**config.mk**
```make
export PLATFORM = sky130hd
export DESIGN_NAME = wfq_rank_calc
export DESIGN_NICKNAME = d
export VERILOG_FILES = /design/src/rtl/wfq_rank_calc.sv
export SDC_FILE = /design/constraint.sdc
export NUM_CORES = 1
export LEC_CHECK = 0
export ABC_CLOCK_PERIOD_IN_PS = 10470
export BUFFER_PORTS_ARGS = -buffer_cell sky130_fd_sc_hd__buf_4
export CORE_UTILIZATION = 54
export CTS_CLUSTER_DIAMETER = 150
export DETAILED_ROUTE_END_ITERATION = 8
export PLACE_DENSITY = 0.82
export SYNTH_ARGS = -nofsm -noshare
export SYNTH_HDL_FRONTEND = slang
export SYNTH_SLANG_ARGS = --single-unit
```
**constraint.sdc**
```tcl
create_clock -name clk -period 10.47 [get_ports clk]
set_clock_uncertainty 0.1 [all_clocks]
set_input_delay 0.5235 -clock clk [delete_from_list [all_inputs] [get_ports clk]]
set_output_delay 0.5235 -clock clk [all_outputs]
set_load 0.005 [all_outputs]
```
**src/rtl/wfq_rank_calc.sv**
```systemverilog
module wfq_rank_calc #(
  parameter int FLOW_W  = 3,
  parameter int LEN_W   = 12,
  parameter int TIME_W  = 24,
  parameter int RECIP_W = 16,
  parameter int FRAC    = 8
) (
  input  logic              clk,
  input  logic              rst_n,
  input  logic              in_valid,
  input  logic [FLOW_W-1:0] in_flow,
  input  logic [LEN_W-1:0]  in_len,
  input  logic [RECIP_W-1:0] in_inv_weight,
  input  logic [TIME_W-1:0] in_vtime,
  output logic              out_valid,
  output logic [TIME_W-1:0] out_rank,
  output logic [FLOW_W-1:0] out_flow
);
  localparam int NFLOWS = 1 << FLOW_W;
  localparam int PROD_W = LEN_W + RECIP_W;

  logic [TIME_W-1:0] fin_tab [NFLOWS];

  wire [TIME_W-1:0] last_fin = fin_tab[in_flow];
  wire [TIME_W-1:0] start_tag = (last_fin > in_vtime) ? last_fin : in_vtime;
  wire [PROD_W-1:0] prod = PROD_W'(in_len) * PROD_W'(in_inv_weight);
  wire [PROD_W-1:0] span = prod >> FRAC;
  wire [TIME_W-1:0] next_fin = start_tag + TIME_W'(span);

  for (genvar g = 0; g < NFLOWS; g++) begin : g_fin
    always_ff @(posedge clk or negedge rst_n) begin
      if (!rst_n)
        fin_tab[g] <= '0;
      else if (in_valid && in_flow == FLOW_W'(g))
        fin_tab[g] <= next_fin;
    end
  end

  always_ff @(posedge clk or negedge rst_n) begin
    if (!rst_n) begin
      out_valid <= 1'b0;
      out_rank  <= '0;
      out_flow  <= '0;
    end else begin
      out_valid <= in_valid;
      if (in_valid) begin
        out_rank <= start_tag;
        out_flow <= in_flow;
      end
    end
  end
endmodule


```
Word-level counts from Yosys, hierarchy flattened

Index checks and enable logic that the tools add are counted.

$add $sub $neg: 1
$mul: 1
Div/mod/pow operators: 0
$lt $le $gt $ge: 2
Equal/unequal tests: 7
Shifts and indexed selects: 0
Multiplexer cells: 4
Bitwise operators: 1
Reduce and logical (&&, ||, !) cells: 9

Operators with widths:

| cell                 | number |
|---|---|
| $bmux W24 S3         | 1 |
| $mux W24             | 3 |
| $mul A12 B16 Y28     | 1 |
| $add A24 B20 Y24     | 1 |
| $gt A24 B24 Y1       | 1 |
| $eq A3 B3 Y1 const B | 4 |
| $logic_and A1 B1 Y1  | 8 |
| $eq A3 B2 Y1 const B | 2 |
| $ge A4 B4 Y1 const B | 1 |
| $not A3 Y4           | 1 |
| $eq A3 B1 Y1 const B | 1 |
| $logic_not A3 Y1     | 1 |

Bits in registers: 220
Latch bits: 0
RAM bits: 0
ROM bits: 0
Input port bits: 58
Output and inout port bits: 28
Logic and storage cells: 36
Memories: 0

Depth between registers and ports, before layout

Gate-level depths: netlist (run 1).

Depth in word-level cells: 7
Depth in mapped cells: 31
Depth with buffers taken out: 29

Worst setup path before layout (run 1)

OpenSTA, ideal clock, no wires.

Path type: input -> register
From: in in_len[3]
To: reg fin_tab[164] (netlist name)
Library setup time: 132 ps
Arrival: 7206 ps
Required time: 10238 ps
Setup slack: 3032 ps
Cell stages on the path: 29
Path buffers: 2
Cell sequence: clkbuf_1 -> nand2_1 -> fa_1 -> fa_1 -> fa_1 -> inv_1 -> fa_1 -> inv_1 -> fa_1 -> inv_1 -> ha_1 -> a21o_1 -> a21o_1 -> a21oi_1 -> o21ai_0 -> a21oi_1 -> o211ai_1 -> and2_1 -> xor2_1 -> ha_1 -> a21oi_1 -> nor2_1 -> a211oi_1 -> a21oi_2 -> a221o_1 -> o41ai_4 -> buf_6 -> xnor2_2 -> o21ai_1

Cells in the longest elaborated chain, start to end: 2

RTL lines:

| what                            | line | RTL |
|---|---|---|
| from (decl)                     | 12   | `input logic [LEN_W-1:0] in_len,` |
| $mul A12 B16 Y28                | 26   | `wire [PROD_W-1:0] prod = PROD_W'(in_len) * PROD_W'(in_inv_weight);` |
| $add A24 B20 Y24                | 28   | `wire [TIME_W-1:0] next_fin = start_tag + TIME_W'(span);` |
| to (signal, indexed assignment) | 35   | `fin_tab[g] <= next_fin;` |
| to (decl)                       | 22   | `logic [TIME_W-1:0] fin_tab [NFLOWS];` |

No other way between the ends.
A chain may end at the register's enable or synchronous reset.

Final worst setup path (run 1)

From: in in_len[3]
To: reg fin_tab[44] (netlist name)

The elaborated chain is that of the path after synthesis.

==> results_dict.tcl, run 1 <==
set metrics [dict create \
    viasPerCell 5.935 \
    grt_pass1_wl_um 68990 \
    worstMarginPinSlew_ps 1193 \
    fin_crit_ps 7862 \
    die_area_um2 32820 \
    cp-start-kind "input port" \
    wirelength_um 42040 \
    met1_usage_pct 37.04 \
    slowest_delay_ps 760 \
    maxCapViolCount 0 \
    ys.flop_type "dfrtp_1" \
    clock_latency_ps 530 \
    postSynth.asyncResetShare_pct 100.0 \
    routedWlPerCell_um 18.89 \
    postCtsSetupBuffers 0 \
    insertedDiodeCount 0 \
    cts_tree "built" \
    gp_congestion 0.8981 \
    grt_max_degree 93 \
    setup_viol 0 \
    fin_nets 2112 \
    cp_max_fo 17 \
    synth_top_cell_by_area "dfrtp_1" \
    rows 65 \
    ys_seq_elements 220 \
    synth_common_cells "367 x nand2_1, 220 x dfrtp_1, 208 x inv_1, 140 x fa_1, 140 x o21ai_0" \
    clk_path_buf_depth 3 \
    syn_to_final_growth_pct 9.175 \
    path_buf_inv 4 \
    crit_family "adder cells" \
    fp.dieW_um 181.2 \
    grt-busiest-layer "met2" \
    crit_path_frequent_cell "fa_1" \
    synth-edff-count 0 \
    core-area_um2 31560 \
    hold_viol 0 \
    slew_viol_final 0 \
    clock_sinks 220 \
    port_buffers 85 \
    detail-route-antenna-nets 0 \
    cts_buffers 23 \
    fin_ws_ps 2608 \
    crit_required_ps 10780 \
    ys_warn_count 0 \
    dp_hpwl_um 30600 \
    fin_tns_setup_ps 0 \
    synth_nets 2087 \
    grt_setup_unrepaired "false" \
    h-tree-depth 1 \
    vias 13210 \
    crit_type "input port to flip-flop" \
    grt_pass1_vias 13370 \
    layout-drive-gt1-share_pct 14.42 \
    ys_seq_area_share_pct 31.76 \
    dr.first_iter.drc_count 1032 \
    root_buffer "clkbuf_16" \
    netlist_area_um2 17330 \
    synth_most_common_cell "nand2_1" \
    synth_top_area_share_pct 31.76 \
    io_pins 86 \
    post_cts_resized 0 \
    dieHeight_um 181.2 \
    min_path_type "input port to flip-flop" \
    slew_headroom_pct 18.19 \
    final.period_utilization_pct 75.09 \
    synth.distinct_cells 56 \
    cts_hold_buf 1 \
    synth_area_leaders "dfrtp_1 32%, fa_1 16%, nand2_1 7.9%" \
    crit_path_end_kind "flip-flop" \
    fmax_mhz 127.2 \
    synthesis.instances 1782 \
    grt_overflow 0 \
    syn_area_per_cell_um2 9.727 \
    grtUsageMet3_pct 4.556 \
    pre_cts_slack_ps 2219 \
    cp.arrival_ps 8170 \
    status "completed" \
    cp_slowest_cell "o41ai_4" \
    start_util_pct 54.93 \
    grtUsageMet2_pct 41.94 \
    drc 0 \
    drt_pass1_iterations 6 \
    antenna_found_initial 0 \
    grt_usage_pct 26.42 \
    clk_pin_slew_ps 60 \
]
## kinds of logic after synthesis
group	Yosys count	synth area share [%]
and+or+nand+nor	543	13.72
AOI/OAI and AO/OA	309	10.99
buffers and inverters	306	6.786
adders and majority gates	247	23.89
DFF	220	31.76
muxes	122	11.04
xor gates and xnor gates	35	1.812
## sequential cells by signal (all words and copies together), names as in the netlist
name and flops:
fin_tab 192, out_flow 3, out_rank 24, out_valid 1
## metrics by stage
stage	hold WS, ps	utilization (%)	instances	area, um2
after floorplan	127.9	-	1782	17330
after global placement	353.3	57.60	2183	18170
after detailed placement	360.6	57.60	2183	18170
after CTS	288.2	59.97	2226	18920
after global routing	312.0	59.97	2226	18920
final	298.8	59.97	2226	18920
## path summary, 6_finish.rpt
check | start | to | slack (ps) | depth (start not counted)
max | in_len[3] | fin_tab[44]$_DFFE_PN0P_ | 2610 | 28
min | in_valid | out_valid$_DFF_PN0_ | 300 | 1
max reg2reg | fin_tab[80]$_DFFE_PN0P_ | fin_tab[44]$_DFFE_PN0P_ | 3430 | 19
min reg2reg | fin_tab[103]$_DFFE_PN0P_ | fin_tab[103]$_DFFE_PN0P_ | 370 | 2
max in group asynchronous | rst_n | fin_tab[115]$_DFFE_PN0P_ | 7600 | 4
min in group asynchronous | rst_n | fin_tab[5]$_DFFE_PN0P_ | 530 | 2
## cells in the final DEF, fill, tap and decap left out, drive strengths merged, types with 19 or more instances in the layout
master | netlist | final
nand2 | 367 | 367
dfrtp | 220 | 220
inv | 208 | 210
o21ai | 152 | 152
fa | 140 | 140
ha | 107 | 107
buf | 18 | 96
mux2 | 70 | 70
and2 | 65 | 65
mux4 | 48 | 48
a21oi | 37 | 37
clkbuf | 80 | 32
nor2 | 31 | 31
nand3 | 29 | 29
xnor2 | 23 | 23
o31ai | 19 | 19
## layer usage
metal / up-vias / share of wire, %
met1: 6526 / 41
met4: 0 / 3.1
met5: - / 0
met3: 110 / 9.0
li1: 5998 / -
met2: 578 / 47
## final cells by class
cell class                      count  area (um2)
Fill cell                        2578       12630
Multi-Input combinational cell   1256       10650
Sequential cell                   220        5505
Inverter                          208       780.7
Timing Repair Buffer               98       744.5
Clock buffer                       31       645.6
Tap cell                          402       503.0
Clock inverter                     11       92.59
Power of run 1 is left out: the tool's default activity adds up to more than one toggle a clock period on the data nets, which glitch-free logic cannot reach.
==> inputs of run 2 (changes only) <==
--- a/config.mk
+++ b/config.mk
@@ -5,7 +5,8 @@
 export SDC_FILE = /design/constraint.sdc
 export NUM_CORES = 1
 export LEC_CHECK = 0
-export ABC_CLOCK_PERIOD_IN_PS = 10470
+export ABC_AREA = 1
+export ABC_CLOCK_PERIOD_IN_PS = 7900
 export BUFFER_PORTS_ARGS = -buffer_cell sky130_fd_sc_hd__buf_4
 export CORE_UTILIZATION = 54
 export CTS_CLUSTER_DIAMETER = 150
==> constraint.sdc (replaced) <==
create_clock -name clk -period 7.9 [get_ports clk]
set_clock_uncertainty 0.1 [all_clocks]
set_input_delay 0.395 -clock clk [delete_from_list [all_inputs] [get_ports clk]]
set_output_delay 0.395 -clock clk [all_outputs]
set_load 0.005 [all_outputs]
==> run 2 against run 1 <==
Effect of this change: count of clock-buffer cells in the layout rose by 6; die area fell by 0.25%; critical path depth is 4 higher; synthesized area is 0.25% lower; first-iteration DRC count grew 47%; synthesized cell count grew 21%; sequential cell count did not move; worst setup slack lost 1800 ps; cell area hardly changed; hold slack worse by 230 ps; cell count grew 17%; via count up 14%.
==> results_dict.tcl, run 2 <==
set metrics [dict create \
    fin_crit_ps 7042 \
    worstMarginPinSlew_ps 1020 \
    regMostFlops "fin_tab" \
    largest_reg_flops 192 \
    cp_max_fo 16 \
    ys_seq_area_share_pct 31.84 \
    detail-route-antenna-nets 0 \
    hold_viol 0 \
    final.period_utilization_pct 89.14 \
    start_util_pct 54.79 \
    grt_max_degree 82 \
    dieHeight_um 180.9 \
    fmax_mhz 142.0 \
    cp.arrival_ps 7300 \
    fin_nets 2497 \
    clock_latency_ps 520 \
    setup_viol 0 \
    synth_common_cells "669 x nand2_1, 332 x inv_1, 220 x dfrtp_1, 188 x o21ai_0, 140 x fa_1" \
    insertedDiodeCount 0 \
    cts_tree "built" \
    worstReg2RegStart "fin_tab[14]$_DFFE_PN0P_" \
    timing.reg2reg.setup_slack_ps 2310 \
    viasPerCell 5.749 \
    h-tree-depth 1 \
    antenna_found_initial 0 \
    reg.largest.list "fin_tab (192), out_rank (24), out_flow (3)" \
    crit_path_frequent_cell "inv_1" \
    path_buf_inv 8 \
    final_common_cell "nand2_1" \
    postSynth.asyncResetShare_pct 100.0 \
    hold_path_depth 1 \
    rr_endpoint "fin_tab[114]$_DFFE_PN0P_" \
    dp_hpwl_um 34540 \
    layout-drive-gt1-share_pct 7.741 \
    ff2ff_path_depth 24 \
    synthesis.instances 2162 \
    slew_headroom_pct 32.00 \
    die_area_um2 32740 \
    netlist_area_um2 17290 \
    synth_top_cell_by_area "dfrtp_1" \
    gp_congestion 1.004 \
    vias 15010 \
    core-area_um2 31560 \
    min_path_type "input port to flip-flop" \
    crit_required_ps 8150 \
    min_to "out_valid$_DFF_PN0_" \
    synth-edff-count 0 \
    dr.first_iter.drc_count 1517 \
    syn_area_per_cell_um2 7.997 \
    crit_path_end_kind "flip-flop" \
    drt_pass1_iterations 8 \
    cts_buffers 24 \
    ys_seq_elements 220 \
    synth_most_common_cell "nand2_1" \
    fp.dieW_um 180.9 \
    grt_setup_unrepaired "false" \
    cp_slowest_cell "fa_1" \
    layout_common_cells "669 x nand2_1, 332 x inv_1, 220 x dfrtp_1" \
    min_from "in_valid" \
    port_buffers 85 \
    grt_pass1_wl_um 76340 \
    rows 65 \
    maxCapViolCount 0 \
    grt_overflow 0 \
    clock_sinks 220 \
    slowest_delay_ps 550 \
    synth_area_leaders "dfrtp_1 32%, fa_1 16%, nand2_1 15%" \
    syn_to_final_growth_pct 9.473 \
    ys.flop_type "dfrtp_1" \
    io_pins 86 \
    status "completed" \
    clk_pin_slew_ps 60 \
    grt_pass1_vias 14700 \
    cp-start-kind "input port" \
    crit_family "adder cells" \
    drc 0 \
    routedWlPerCell_um 17.90 \
    crit_type "input port to flip-flop" \
    synth_top_area_share_pct 31.84 \
    root_buffer "clkbuf_16" \
    wirelength_um 46740 \
    fin_tns_setup_ps 0 \
    synth.distinct_cells 51 \
    clk_path_buf_depth 3 \
    ys_warn_count 0 \
    slew_viol_final 0 \
    synth_nets 2467 \
    grt_usage_pct 29.11 \
]
## run 2: cell count changes after synthesis, sizes merged, moves of 33 or more
cell	delta
nand3	+35
a22oi	+72
and2	-65
nand2	+309
o21ai	+53
nor2	+33
mux2	-70
mux4	-48
inv	+127
## run 2: how the worst max path moves through the flow
stage	from	endpoint	slack [ps]	cells after the start
2_1_floorplan	in_len[3]	fin_tab[114]$_DFFE_PN0P_	1160	30
3_3_place_gp	in_len[6]	fin_tab[162]$_DFFE_PN0P_	590	32
3_5_place_dp	in_len[6]	fin_tab[114]$_DFFE_PN0P_	480	32
4_1_cts	in_len[6]	fin_tab[114]$_DFFE_PN0P_	980	32
5_1_grt	in_len[6]	fin_tab[138]$_DFFE_PN0P_	490	32
6_report	in_len[6]	fin_tab[114]$_DFFE_PN0P_	860	32
## run 2: final cells by class
class                   count  area (um2)
clock inverters             6       36.28
clock buffers              37       730.7
inverters                 338        1272
multi-input cells        1501       10070
well taps                 402       503.0
repair buffers            107       812.0
fillers                  2753       12630
flip-flops and latches    220        5505
## run 2: stage by stage
stage	worst slack [ps]	instance area (um2)	cells	utilization, %	hold slack [ps]
final	858.1	18930	2611	59.98	66.31
after global routing	492.4	18930	2611	59.98	71.22
after CTS	978.8	18930	2611	59.98	52.12
after detailed placement	482.6	18150	2567	57.52	325.6
after global placement	594.6	18150	2567	57.52	324.0
after floorplan	1165	17290	2162	-	-0.5911
## run 2: kinds of logic (layout without fill, tap and decap cells)
logic type               after synthesis  in the layout  synth area share [%]
XOR/XNOR                              38             38                 1.968
adder cells (fa/ha/maj)              247            247                 23.95
flip-flops                           220            220                 31.84
buffers and inverters                441            488                 9.973
AO/OA/AOI/OAI                        395            395                 13.34
AND/OR/NAND/NOR                      821            821                 18.92
## run 2: metal layers
metal,wire length [um],part of all wire [%],vias to the layer above,GRT usage (%)
li1,-,-,6892,-
met1,19990,43,7286,42.46
met2,20930,45,735,45.27
met3,4544,9.7,97,4.334
met4,1267,2.7,0,8.203
met5,0,0,-,0
## run 2: what timing repair did
item	CTS	global route
hold buffers	1	0
resized for setup	0	0
endpoints found under the hold margin	65	0
setup buffers	0	0
Power of run 2 is left out for the same reason.
